<file path="config.mk">
export PLATFORM = sky130hd
export DESIGN_NAME = cnu_row
export DESIGN_NICKNAME = d
export VERILOG_FILES = /design/src/rtl/cnu_pkg.sv /design/src/rtl/cnu_sub.sv /design/src/rtl/cnu_minsrch.sv /design/src/rtl/cnu_qbuf.sv /design/src/rtl/cnu_out.sv /design/src/rtl/cnu_row.sv
export SDC_FILE = /design/constraint.sdc
export NUM_CORES = 1
export LEC_CHECK = 0
export ABC_AREA = 1
export ABC_CLOCK_PERIOD_IN_PS = 4700
export BUFFER_PORTS_ARGS = -buffer_cell sky130_fd_sc_hd__buf_4
export CELL_PAD_IN_SITES_DETAIL_PLACEMENT = 0
export CELL_PAD_IN_SITES_GLOBAL_PLACEMENT = 1
export CORE_AREA = 2 2 166 168
export DETAILED_ROUTE_END_ITERATION = 16
export DIE_AREA = 0 0 168 170
export PLACE_DENSITY_LB_ADDON = 0.1
export SETUP_SLACK_MARGIN = 0.1
export SLEW_MARGIN = 20
export SYNTH_ARGS = -nofsm -noshare
export SYNTH_HDL_FRONTEND = slang
export SYNTH_SLANG_ARGS = --single-unit
</file>
<file path="constraint.sdc">
create_clock -name clk -period 4.7 [get_ports clk]
set_input_delay 0.235 -clock clk [delete_from_list [all_inputs] [get_ports clk]]
set_output_delay 0.235 -clock clk [all_outputs]
set_load 0.03 [all_outputs]
</file>
<file path="src/rtl/cnu_pkg.sv">
`timescale 1ns/1ps
package cnu_pkg;
  localparam int LW = 7;
  localparam int MW = LW - 1;

  typedef logic signed [LW-1:0] llr_t;
  typedef logic [MW-1:0]        mag_t;
  typedef struct packed { logic s; mag_t m; } sm_t;
  typedef enum logic [1:0] { S_IDLE, S_LOAD, S_FIN, S_EMIT } cnu_state_t;

  localparam logic signed [LW:0] LIMW = (LW+1)'(2**(LW-1) - 1);

  // clamp a one-bit-wider result to the symmetric range
  function automatic llr_t sat_sym(input logic signed [LW:0] x);
    if (x > LIMW)  return llr_t'(LIMW);
    if (x < -LIMW) return llr_t'(-LIMW);
    return llr_t'(x);
  endfunction

  function automatic llr_t sub_sat(input llr_t a, input llr_t b);
    logic signed [LW:0] aw, bw;
    aw = a; bw = b;
    return sat_sym(aw - bw);
  endfunction

  function automatic llr_t add_sat(input llr_t a, input llr_t b);
    logic signed [LW:0] aw, bw;
    aw = a; bw = b;
    return sat_sym(aw + bw);
  endfunction

  // two's complement to sign-magnitude (input already symmetric)
  function automatic sm_t to_sm(input llr_t v);
    sm_t r;
    llr_t a;
    a = v[LW-1] ? -v : v;
    r.s = v[LW-1];
    r.m = a[MW-1:0];
    return r;
  endfunction

  function automatic llr_t from_sm(input logic s, input mag_t m);
    llr_t p;
    p = llr_t'({1'b0, m});
    return s ? -p : p;
  endfunction

  function automatic mag_t off_clamp(input mag_t m, input int off);
    if (m > mag_t'(off)) return m - mag_t'(off);
    return '0;
  endfunction
endpackage

</file>
<file path="src/rtl/cnu_sub.sv">
`timescale 1ns/1ps
module cnu_sub import cnu_pkg::*; (
  input  llr_t app,
  input  llr_t old,
  output llr_t q,
  output sm_t  qsm
);
  assign q   = sub_sat(app, old);
  assign qsm = to_sm(q);
endmodule

</file>
<file path="src/rtl/cnu_minsrch.sv">
`timescale 1ns/1ps
module cnu_minsrch import cnu_pkg::*; #(
  parameter int IW = 5
)(
  input  logic          clk,
  input  logic          rst_n,
  input  logic          clr,
  input  logic          upd,
  input  logic          en1,
  input  logic [IW-1:0] base,
  input  sm_t           v0,
  input  sm_t           v1,
  output mag_t          min1,
  output mag_t          min2,
  output logic [IW-1:0] min_idx,
  output logic          sgn_all
);
  mag_t n1, n2;
  logic [IW-1:0] ni;
  logic ns;

  always_comb begin
    n1 = min1; n2 = min2; ni = min_idx; ns = sgn_all;
    if (v0.m < n1) begin n2 = n1; n1 = v0.m; ni = base; end
    else if (v0.m < n2) n2 = v0.m;
    ns = ns ^ v0.s;
    if (en1) begin
      if (v1.m < n1) begin n2 = n1; n1 = v1.m; ni = base + IW'(1); end
      else if (v1.m < n2) n2 = v1.m;
      ns = ns ^ v1.s;
    end
  end

  always_ff @(posedge clk or negedge rst_n) begin
    if (!rst_n) begin
      min1 <= '1; min2 <= '1; min_idx <= '0; sgn_all <= 1'b0;
    end else if (clr) begin
      min1 <= '1; min2 <= '1; min_idx <= '0; sgn_all <= 1'b0;
    end else if (upd) begin
      min1 <= n1; min2 <= n2; min_idx <= ni; sgn_all <= ns;
    end
  end
endmodule

</file>
<file path="src/rtl/cnu_qbuf.sv">
`timescale 1ns/1ps
module cnu_qbuf import cnu_pkg::*; #(
  parameter int NPAIR = 12,
  parameter int PW    = 4
)(
  input  logic          clk,
  input  logic          we,
  input  logic [PW-1:0] waddr,
  input  llr_t          wd0,
  input  llr_t          wd1,
  input  logic [PW-1:0] raddr,
  output llr_t          rd0,
  output llr_t          rd1
);
  llr_t mem0 [NPAIR];
  llr_t mem1 [NPAIR];

  always_ff @(posedge clk) begin
    if (we) begin
      mem0[waddr] <= wd0;
      mem1[waddr] <= wd1;
    end
  end

  assign rd0 = mem0[raddr];
  assign rd1 = mem1[raddr];
endmodule

</file>
<file path="src/rtl/cnu_out.sv">
`timescale 1ns/1ps
module cnu_out import cnu_pkg::*; #(
  parameter int IW = 5
)(
  input  logic          en,
  input  llr_t          q,
  input  logic          sgn_all,
  input  logic [IW-1:0] my_idx,
  input  logic [IW-1:0] min_idx,
  input  mag_t          m1c,
  input  mag_t          m2c,
  output llr_t          chk,
  output llr_t          app_new
);
  sm_t  qs;
  mag_t mg;
  llr_t r;

  assign qs  = to_sm(q);
  assign mg  = (my_idx == min_idx) ? m2c : m1c;
  assign r   = from_sm(sgn_all ^ qs.s, mg);
  assign chk     = en ? r : '0;
  assign app_new = en ? add_sat(q, r) : '0;
endmodule

</file>
<file path="src/rtl/cnu_row.sv">
`timescale 1ns/1ps
module cnu_row import cnu_pkg::*; #(
  parameter  int MAXDEG = 24,
  parameter  int OFFSET = 1,
  localparam int IW     = $clog2(MAXDEG + 1)
)(
  input  logic                 clk,
  input  logic                 rst_n,
  input  logic                 start,
  input  logic [IW-1:0]        row_deg,
  input  logic                 in_valid,
  input  logic                 in_lane1_ok,
  input  logic signed [LW-1:0] in_app0,
  input  logic signed [LW-1:0] in_app1,
  input  logic signed [LW-1:0] in_old0,
  input  logic signed [LW-1:0] in_old1,
  output logic                 out_valid,
  output logic                 out_lane1_ok,
  output logic signed [LW-1:0] out_app0,
  output logic signed [LW-1:0] out_app1,
  output logic signed [LW-1:0] out_chk0,
  output logic signed [LW-1:0] out_chk1,
  output logic                 done
);
  localparam int NPAIR = (MAXDEG + 1) / 2;
  localparam int PW    = (NPAIR > 1) ? $clog2(NPAIR) : 1;

  cnu_state_t    st;
  logic [IW-1:0] deg_r, cnt, npair, min_idx;
  logic [IW:0]   cnt_nx;
  logic [PW-1:0] wp, rp;
  mag_t          min1, min2, m1c, m2c;
  logic          sgn_all;

  // named events, also used by the checker
  logic row_start, take, take1, emit, last_pair;
  assign row_start = start && (st == S_IDLE);
  assign take      = in_valid && (st == S_LOAD);
  assign take1     = take && in_lane1_ok;
  assign emit      = (st == S_EMIT);
  assign npair     = IW'(({1'b0, deg_r} + 1'b1) >> 1);
  assign last_pair = emit && ((IW'(rp) + IW'(1)) == npair);
  assign cnt_nx    = {1'b0, cnt} + (IW+1)'(1) + (IW+1)'(take1);

  llr_t app_a [2], old_a [2], q_a [2], qr_a [2], chk_a [2], apo_a [2];
  sm_t  sm_a  [2];
  logic en_o  [2];

  assign app_a[0] = in_app0;  assign app_a[1] = in_app1;
  assign old_a[0] = in_old0;  assign old_a[1] = in_old1;
  assign en_o[0]  = emit;
  assign en_o[1]  = out_lane1_ok;

  for (genvar g = 0; g < 2; g++) begin : g_lane
    cnu_sub u_sub (.app(app_a[g]), .old(old_a[g]), .q(q_a[g]), .qsm(sm_a[g]));
    cnu_out #(.IW(IW)) u_out (
      .en(en_o[g]), .q(qr_a[g]), .sgn_all(sgn_all),
      .my_idx(IW'({rp, 1'b0}) + IW'(g)), .min_idx(min_idx),
      .m1c(m1c), .m2c(m2c), .chk(chk_a[g]), .app_new(apo_a[g]));
  end

  cnu_minsrch #(.IW(IW)) u_srch (
    .clk(clk), .rst_n(rst_n), .clr(row_start), .upd(take), .en1(take1),
    .base(cnt), .v0(sm_a[0]), .v1(sm_a[1]),
    .min1(min1), .min2(min2), .min_idx(min_idx), .sgn_all(sgn_all));

  cnu_qbuf #(.NPAIR(NPAIR), .PW(PW)) u_buf (
    .clk(clk), .we(take), .waddr(wp), .wd0(q_a[0]),
    .wd1(take1 ? q_a[1] : '0), .raddr(rp), .rd0(qr_a[0]), .rd1(qr_a[1]));

  always_ff @(posedge clk or negedge rst_n) begin
    if (!rst_n) begin
      st <= S_IDLE; deg_r <= '0; cnt <= '0; wp <= '0; rp <= '0;
      m1c <= '0; m2c <= '0;
    end else begin
      case (st)
        S_IDLE: if (start) begin
          st <= S_LOAD; deg_r <= row_deg; cnt <= '0; wp <= '0;
        end
        S_LOAD: if (take) begin
          cnt <= cnt_nx[IW-1:0];
          wp  <= wp + PW'(1);
          if (cnt_nx >= {1'b0, deg_r}) st <= S_FIN;
        end
        S_FIN: begin
          m1c <= off_clamp(min1, OFFSET);
          m2c <= off_clamp(min2, OFFSET);
          rp  <= '0;
          st  <= S_EMIT;
        end
        S_EMIT: begin
          rp <= rp + PW'(1);
          if (last_pair) st <= S_IDLE;
        end
        default: st <= S_IDLE;
      endcase
    end
  end

  assign out_valid    = emit;
  assign out_lane1_ok = emit && !(last_pair && deg_r[0]);
  assign done         = last_pair;
  assign out_chk0     = chk_a[0];
  assign out_chk1     = chk_a[1];
  assign out_app0     = apo_a[0];
  assign out_app1     = apo_a[1];
endmodule

</file>
==> results.tsv, run 1 <==
stage	metric	value	unit
setup_path	cp_max_fo	8	
cts	path_clk_slew	0.06	ns
sta	finalSetupTns	0	ns
drt	wl_per_cell	18.2	µm
cells_and_area	fin_nets	1687	
place	port_buffers	68	
floorplanning	placementRows	60	
floorplanning	core	26700	µm²
cells_and_area	area_growth	26.2	%
synthesis	yosysMostFrequentCell	nand2_1	
synthesis	yosys.area.top_type	edfxtp_1	
synthesis	synth_area	12600	µm²
sta	drv_slew	0	
synthesis	netlist.area_leader.share	40.0	%
setup_path	required	4.47	ns
sta	hold_violations	0	
setup_path	critical_path_buf_inv_count	3	
setup_path	cp.arrival	4.20	ns
floorplanning	ioPinCount	69	
synthesis	yosysUniqueCellTypes	59	
sta	slew_headroom	26.3	%
setup_path	cpMostUsedCell	nand2_1	
drt	met3_length	1600	µm
synthesis	synthTopCellsByArea	edfxtp_1 (40%), nand2_1 (8.7%), dfrtp_1 (7.5%)	
synthesis	synthArstFlopShare	22.9	%
setup_path	timing.rr.start	st[1]	
cells_and_area	fillers	2343	
grt	grt_pass1_wl	53800	µm
synthesis	yosys_register_bits	218	
synthesis	synth_cells	1376	
setup_path	crit_family	simple AND/OR/NAND/NOR gates	
cts	cts_tree	done	
setup_path	startpoint_type	flip-flop	
sta	fin_skew	0.0282	ns
min_path	hold_path_startpoint	in_lane1_ok	
setup_path	endpoint_kind	output pin	
synthesis	yosys_most_used_dff	edfxtp_1	
grt	grt_usage	24.3	%
sta	layout_min_cycle_time	4.44	ns
sta	worst_slew_pin_slew	1.10	ns
place	dp_hpwl	24400	µm
synthesis	synth_nets	1491	
run	cap_violations	0	
setup_path	critPathSlowestCell	dfrtp_2	
drt	post-route-drc-count	0	
floorplanning	start_util	47.3	%
sta	rsz0062_at_grt	false	
sta	setup_viol	0	
setup_path	crit_path_start	rp[1]	
status	status	completed	
floorplanning	die_y	170	µm
setup_path	cpPeakStageDelay	0.46	ns
synthesis	synth_seq_area_share	50.0	%
cells_and_area	drive_gt1_share	25.3	%
grt	grt_overflow	0	
synthesis	ys_warn_count	0	
cts	clkLatencyLatePin	0.54	ns
drt	wirelength	35200	µm
sta	fmax	225	MHz
grt	antenna_found_initial	0	
drt	num_vias	10400	
cts	htree_levels	1	
setup_path	critPathKind	flip-flop to output pin	
synthesis	synth-edff-count	168	
cts	cts_buffer_depth	3	
drt	drtIter0Drc	728	
drt	dr_wl_met2	17000	µm
setup_path	path_cells	buf_12 > nand2_8 > o221ai_1 > o22ai_2 > nand2_2 > nand2_2 > xor2_2 > buf_4 > nand2_1 > xor2_2 > ha_4 > a21oi_2 > nand2_1 > nand2_1 > nand2_1 > a21oi_2 > xor2_1 > nand2_1 > nand3_2 > nand2_2 > a21oi_2 > buf_4	
grt	grt_pass1_vias	9872	
floorplanning	die_area	28600	µm²
cts	numCtsBuffers	24	
cells_and_area	n_antenna_cell	0	
cells_and_area	final_util	59.7	%
drt	firstDrtPassIters	5	
drt	wl_met1	15700	µm
floorplanning	dieWidth	168	µm
place	gp_congestion	0.878	
synthesis	synth_area_per_cell	9.17	µm²
cts	cts_num_sinks	218	
sta	period_share	94.5	%
drt	drtAntennaViolNets	0	
min_path	hold_path_class	input pin to flip-flop	
cts	cts-root-buf	clkbuf_16	
drt	vias_per_cell	5.38	
drt	highest_layer	met4	
synthesis	synth_commonest_cells	nand2_1 (294), edfxtp_1 (168), inv_1 (167), nor2_1 (133), o21ai_0 (93)	
grt	grt_max_degree	51	
## cells in the final DEF, fill, tap and decap left out, types with 21 or more instances in the layout
| cell type | Yosys | final |
|---|---|---|
| nand2_1 | 294 | 276 |
| buf_4 | 2 | 180 |
| edfxtp_1 | 168 | 168 |
| inv_1 | 167 | 156 |
| nor2_1 | 133 | 123 |
| o21ai_0 | 93 | 78 |
| nand3_1 | 75 | 73 |
| ha_1 | 73 | 62 |
| a21oi_1 | 59 | 41 |
| dfrtp_1 | 38 | 35 |
| xor2_1 | 35 | 29 |
| o2111ai_1 | 26 | 26 |
| clkbuf_16 | 0 | 26 |
| a21oi_2 | 4 | 21 |
| nand2_2 | 7 | 21 |
## logic make-up (layout without fill, tap and decap cells)
| family | after synthesis | count (layout) | share of synthesized area, % |
|---|---|---|---|
| flops | 218 | 218 | 50.0 |
| xor+xnor | 50 | 50 | 3.53 |
| compound gates | 263 | 263 | 13.0 |
| simple gates | 553 | 553 | 18.9 |
| buf+inv | 215 | 429 | 6.71 |
| fa+ha+maj | 77 | 77 | 7.87 |
## area by class of cell
class | count | area [µm²] | share of cell area [%]
Tap cell | 341 | 427 | 2.68
Inverter | 178 | 703 | 4.42
Clock buffer | 27 | 612 | 3.84
Clock inverter | 17 | 114 | 0.715
Sequential cell | 218 | 6310 | 39.7
Timing Repair Buffer | 207 | 1760 | 11.1
Multi-Input combinational cell | 943 | 5990 | 37.6
## final timing paths
kind                             endpoint  slack, ns  cells after the start
min                        u_srch.min2[2]       0.07                      6
max reg2reg                         st[0]       0.99                     17
max                           out_app0[5]       0.26                     22
min in group asynchronous        deg_r[0]       0.30                      2
min reg2reg                        m1c[0]       0.54                      2
max in group asynchronous           rp[0]       3.90                      2
## registers in the layout, summed over array words and instances, names as in the netlist, 2 cells and up
name	count
u_buf.mem0	84
u_buf.mem1	84
m1c	6
m2c	6
u_srch.min1	6
u_srch.min2	6
cnt	5
deg_r	5
u_srch.min_idx	5
rp	4
wp	4
st	2
## worst min-delay path, delay by kind of cell
family | cells | cell delay, ns
AND/OR/NAND/NOR | 1 | 0.04
buffers and inverters | 3 | 0.19
AO/OA/AOI/OAI | 2 | 0.12
## per-stage QoR
stage	std cells	hold WS, ns	worst slack, ns	instance area, µm²
floorplan	1376	-0.0606	-0.253	12800
global placement	1847	0.306	-0.366	14300
detailed placement	1847	0.312	-0.446	14300
CTS	1909	0.0501	0.103	15300
global route	1931	0.109	0.00199	15900
finish	1931	0.0724	0.261	15900
## timing repair
item                                    CTS  global route
buffers inserted                         11            20
hold buffers                              6             0
hold endpoints to repair                 43             0
endpoints found under the setup margin   18            31
gates cloned                              1             2
pin swaps                                 7            39
resized for setup                        30            89
## layer usage
layer,track usage [%],vias up
met2,42.7,273
met5,0,-
li1,-,5096
met4,6.47,0
met1,32.6,4956
met3,2.16,62
Power of run 1 is not shown: default switching activity piles up to over one toggle a cycle in this logic, so the estimate is an artifact.
==> inputs of run 2 (changes only) <==
--- a/config.mk
+++ b/config.mk
@@ -11,6 +11,7 @@
 export CELL_PAD_IN_SITES_DETAIL_PLACEMENT = 0
 export CELL_PAD_IN_SITES_GLOBAL_PLACEMENT = 1
 export CORE_AREA = 2 2 166 168
+export CTS_CLUSTER_SIZE = 25
 export DETAILED_ROUTE_END_ITERATION = 16
 export DIE_AREA = 0 0 168 170
 export PLACE_DENSITY_LB_ADDON = 0.1
==> constraint.sdc (replaced) <==
create_clock -name clk -period 4.7 [get_ports clk]
set_input_delay 1.175 -clock clk [delete_from_list [all_inputs] [get_ports clk]]
set_output_delay 1.175 -clock clk [all_outputs]
set_load 0.03 [all_outputs]
==> results.tsv, run 2 (synthesis gave the netlist of run 1 again) <==
stage	metric	value	unit
sta	drv_slew	0	
cts	cts_tree	done	
grt	grt_usage	25.7	%
sta	worst_slew_pin_slew	1.12	ns
drt	vias_per_cell	5.28	
setup_path	critPathKind	flip-flop to output pin	
grt	grt_pass1_vias	10700	
cells_and_area	area_growth	40.8	%
sta	rsz0062_at_grt	true	
cells_and_area	fin_nets	1831	
sta	period_share	112	%
setup_path	cpPeakStageDelay	0.56	ns
place	port_buffers	68	
drt	drtIter0Drc	720	
grt	grt_max_degree	51	
sta	fin_skew	0.00857	ns
cts	clkLatencyLatePin	0.51	ns
drt	firstDrtPassIters	5	
cells_and_area	final_cell_mix	buf_4 (306), nand2_1 (248), edfxtp_1 (168)	
cells_and_area	layout_commonest_cell	buf_4	
status	violations	setup timing	
floorplanning	start_util	47.3	%
cts	cts_buffer_depth	3	
sta	setup_viol	31	
sta	setup_slack	-0.569	ns
cells_and_area	top_regs	u_buf.mem0 x84, u_buf.mem1 x84	
cts	path_clk_slew	0.06	ns
floorplanning	dieWidth	168	µm
floorplanning	ioPinCount	69	
sta	layout_min_cycle_time	5.27	ns
floorplanning	core	26700	µm²
grt	antenna_found_initial	0	
drt	num_vias	10900	
place	gp_congestion	0.888	
cells_and_area	fillers	2104	
floorplanning	die_y	170	µm
floorplanning	placementRows	60	
place	dp_hpwl	25200	µm
drt	drtAntennaViolNets	0	
setup_path	cp.arrival	4.09	ns
status	status	finished, violations left	
cts	numCtsBuffers	24	
setup_path	cpMostUsedCell	nand2_2	
cts	cts-root-buf	clkbuf_16	
drt	post-route-drc-count	0	
setup_path	startpoint_type	flip-flop	
cells_and_area	drive_gt1_share	37.0	%
setup_path	endpoint_kind	output pin	
min_path	hold_path_class	flip-flop to flip-flop	
setup_path	cp_max_fo	7	
grt	grt_overflow	0	
cells_and_area	n_antenna_cell	0	
drt	wl_per_cell	17.7	µm
setup_path	path_cells	inv_4 > nand2_8 > o221ai_4 > o22ai_2 > nand2_2 > nand2_4 > xor2_4 > nand2_2 > xnor2_2 > inv_2 > ha_4 > a21oi_2 > and2_4 > inv_2 > a21oi_2 > o21ai_2 > buf_4 > xnor2_2 > nand4_1 > nand2_2 > nand3_4 > nand2_4 > a21oi_4 > buf_6	
cts	cts_num_sinks	218	
setup_path	critPathSlowestCell	dfrtp_2	
grt	grt_pass1_wl	57100	µm
floorplanning	die_area	28600	µm²
sta	finalSetupTns	-15.64	ns
cts	htree_levels	1	
sta	slew_headroom	25.3	%
sta	hold_violations	0	
drt	wirelength	36700	µm
cts	ctsHoldBuffers	0	
run	cap_violations	0	
setup_path	required	3.52	ns
sta	fmax	190	MHz
-- run 2: cell types whose count changed in the layout (fill, tap and decap cells not counted), sizes merged, moves of 2 or more --
cell / previous run / this run
clkinvlp: 4 / 2
inv: 172 / 175
clkinv: 19 / 14
dlygate4sd3: 6 / 0
buf: 198 / 351
-- run 2: per-stage QoR --
stage / hold WS, ns / cell area (µm²) / worst slack, ns / instances / utilization [%]
CTS: 0.542 / 17400 / -0.565 / 2069 / 65.2
finish: 0.556 / 17800 / -0.569 / 2073 / 66.7
global route: 0.579 / 17800 / -0.840 / 2073 / 66.7
floorplan: 0.475 / 13000 / -1.19 / 1376 / -
detailed placement: 0.527 / 15600 / -1.31 / 1974 / 58.4
global placement: 0.517 / 15600 / -1.24 / 1974 / 58.4
-- run 2: cell type report --
| type | count | area (µm²) | share of cell area (%) |
|---|---|---|---|
| clock inverters | 14 | 108 | 0.606 |
| repair buffers | 351 | 2920 | 16.4 |
| flip-flops and latches | 218 | 6310 | 35.5 |
| clock buffers | 28 | 616 | 3.47 |
| multi-input cells | 943 | 6680 | 37.6 |
| inverters | 178 | 698 | 3.93 |
| well taps | 341 | 427 | 2.40 |
-- run 2: final timing paths --
kind / slack [ns] / startpoint / to / cells after the start
max: -0.57 / rp[0] / out_app0[2] / 24
min: 0.56 / m1c[0] / m1c[0] / 2
max reg2reg: 1.22 / st[1] / st[0] / 18
min reg2reg: 0.56 / m1c[0] / m1c[0] / 2
max in group asynchronous: 3.50 / rst_n / rp[2] / 1
min in group asynchronous: 0.70 / rst_n / deg_r[2] / 1
-- run 2: worst max-delay path: cells and delay by family, from the launching register on --
kind | cells | cell delay (ns)
xor gates and xnor gates | 3 | 0.54
and+or+nand+nor | 9 | 1.04
DFF | 1 | 0.56
buffers and inverters | 5 | 0.51
AOI/OAI and AO/OA | 6 | 0.70
adders and majority gates | 1 | 0.23
-- run 2: what timing repair did --
action / CTS / global route
cloned: 3 / 0
pin swaps: 100 / 62
endpoints found under the setup margin: 31 / 32
gates resized for setup: 142 / 94
setup buffers: 50 / 12
-- run 2: routing by layer --
| layer | wire [µm] | global-route usage (%) |
|---|---|---|
| met5 | 0 | 0 |
| met4 | 993 | 7.22 |
| met3 | 1800 | 2.72 |
| met2 | 18400 | 46.3 |
| met1 | 15500 | 32.9 |
Power of run 2 is left out for the same reason.
==> inputs of run 3 (changes only) <==
--- a/config.mk
+++ b/config.mk
@@ -7,7 +7,7 @@
 export LEC_CHECK = 0
 export ABC_AREA = 1
 export ABC_CLOCK_PERIOD_IN_PS = 4700
-export BUFFER_PORTS_ARGS = -buffer_cell sky130_fd_sc_hd__buf_4
+export BUFFER_PORTS_ARGS = -buffer_cell sky130_fd_sc_hd__buf_2
 export CELL_PAD_IN_SITES_DETAIL_PLACEMENT = 0
 export CELL_PAD_IN_SITES_GLOBAL_PLACEMENT = 1
 export CORE_AREA = 2 2 166 168
==> results.tsv, run 3 (synthesis gave the netlist of run 1 again) <==
stage	metric	value	unit
status	status	finished, violations left	
status	violations	setup timing	
cts	path_clk_slew	0.06	ns
place	gp_congestion	0.874	
setup_path	required	5.18	ns
drt	firstDrtPassIters	6	
cells_and_area	fillers	2103	
setup_path	cp_max_fo	6	
sta	setup_viol	31	
drt	drtAntennaViolNets	0	
drt	post-route-drc-count	0	
cts	numCtsBuffers	25	
setup_path	critPathKind	input pin to flip-flop	
sta	layout_min_cycle_time	5.36	ns
sta	drv_slew	0	
grt	grt_pass1_vias	10700	
drt	drtIter0Drc	702	
setup_path	cpPeakStageDelay	0.53	ns
cells_and_area	final_cell_mix	buf_4 (268), nand2_1 (249), edfxtp_1 (168)	
grt	antenna_found_initial	0	
cts	cts_buffer_depth	3	
cells_and_area	fin_cells	2089	
drt	num_vias	11100	
cts	cts_tree	done	
place	dp_hpwl	25500	µm
place	port_buffers	68	
setup_path	critPathSlowestCell	fa_2	
min_path	hold_path_class	flip-flop to flip-flop	
cts	clkLatencyLatePin	0.53	ns
grt	grt_max_degree	51	
cells_and_area	fin_nets	1847	
setup_path	cpMostUsedCell	nand2_1	
sta	slew_headroom	46.1	%
cells_and_area	top_regs	u_buf.mem0 x84, u_buf.mem1 x84	
sta	rsz0062_at_grt	true	
grt	grt_pass1_wl	57100	µm
floorplanning	core	26700	µm²
run	cap_violations	0	
sta	fmax	187	MHz
sta	worst_slew_pin_slew	0.806	ns
floorplanning	ioPinCount	69	
floorplanning	die_area	28600	µm²
cts	cts-root-buf	clkbuf_16	
cts	htree_levels	1	
drt	wirelength	37200	µm
floorplanning	placementRows	60	
cells_and_area	drive_gt1_share	37.6	%
cts	cts_num_sinks	218	
cells_and_area	layout_commonest_cell	buf_4	
drt	wl_per_cell	17.8	µm
floorplanning	start_util	47.3	%
floorplanning	dieWidth	168	µm
cells_and_area	area_growth	41.6	%
sta	setup_slack	-0.657	ns
sta	period_share	114	%
cells_and_area	n_antenna_cell	0	
setup_path	startpoint_type	input pin	
place	placed_cells_incl_taps	1968	
drt	vias_per_cell	5.31	
sta	fin_skew	0.0155	ns
setup_path	endpoint_kind	flip-flop	
grt	grt_overflow	0	
floorplanning	die_y	170	µm
sta	hold_violations	0	
grt	grt_usage	25.8	%
setup_path	cp.arrival	5.83	ns
==> run 3: cell count changes in the layout (fill, tap and decap cells not counted), moves of 6 or more <==
cell     previous run  this run
buf_4             306       268
nand3_1            66        60
buf_2               0        53
nand3_2             8        16
==> run 3: path summary, 6_finish.rpt <==
| check | from | to | slack (ns) | cells after the start |
|---|---|---|---|---|
| min in group asynchronous | rst_n | deg_r[2] | 0.74 | 2 |
| worst min register to register | m1c[5] | m1c[5] | 0.55 | 2 |
| max in group asynchronous | rst_n | rp[0] | 3.46 | 2 |
| worst min-delay path | m1c[5] | m1c[5] | 0.55 | 2 |
| worst max register to register | u_srch.min1[3] | u_srch.min1[3] | 1.24 | 19 |
| worst max-delay path | in_app0[0] | u_srch.min1[3] | -0.66 | 38 |
==> run 3: final cells by class <==
| type | instances | area, µm² | share of cell area, % |
|---|---|---|---|
| clock buffers | 32 | 652 | 3.65 |
| well taps | 341 | 427 | 2.39 |
| inverters | 178 | 702 | 3.93 |
| flip-flops and latches | 218 | 6310 | 35.3 |
| repair buffers | 366 | 2940 | 16.4 |
| multi-input cells | 943 | 6680 | 37.4 |
| clock inverters | 11 | 149 | 0.834 |
==> run 3: timing repair <==
action                                 4_1_cts  5_1_grt
gates resized for setup                    126      126
endpoints found under the hold margin        0        0
setup endpoints to repair                   31       32
hold buffers                                 0        0
buffers inserted                            49       29
pin swaps                                   80       84
gates cloned                                 3        1
==> run 3: metal layers <==
metal	vias up	part of all wire [%]	GRT usage, %
li1	5420	-	-
met1	5260	44	34.4
met2	333	48	45.0
met3	84	4.7	2.12
met4	0	3.7	7.90
met5	-	0	0
==> run 3: per-stage QoR <==
step	instance area, µm²	TNS (ns)	hold slack [ns]	worst slack (ns)	util, %
after CTS	17100	-15.11	0.530	-0.671	64.1
after global routing	17900	-25.84	0.576	-0.966	67.0
after detailed placement	15300	-25.82	0.515	-1.35	57.5
after floorplan	13000	-18.21	0.475	-1.19	-
final	17900	-18.22	0.554	-0.657	67.0
after global placement	15300	-25.05	0.512	-1.30	57.5
==> run 3: critical path: cells and delay by family <==
family | cells | cell delay (ns)
buffers and inverters | 11 | 0.82
and+or+nand+nor | 17 | 1.69
AOI/OAI and AO/OA | 4 | 0.60
xor gates and xnor gates | 1 | 0.17
adders and majority gates | 5 | 1.36
Power of run 3 is left out for the same reason.
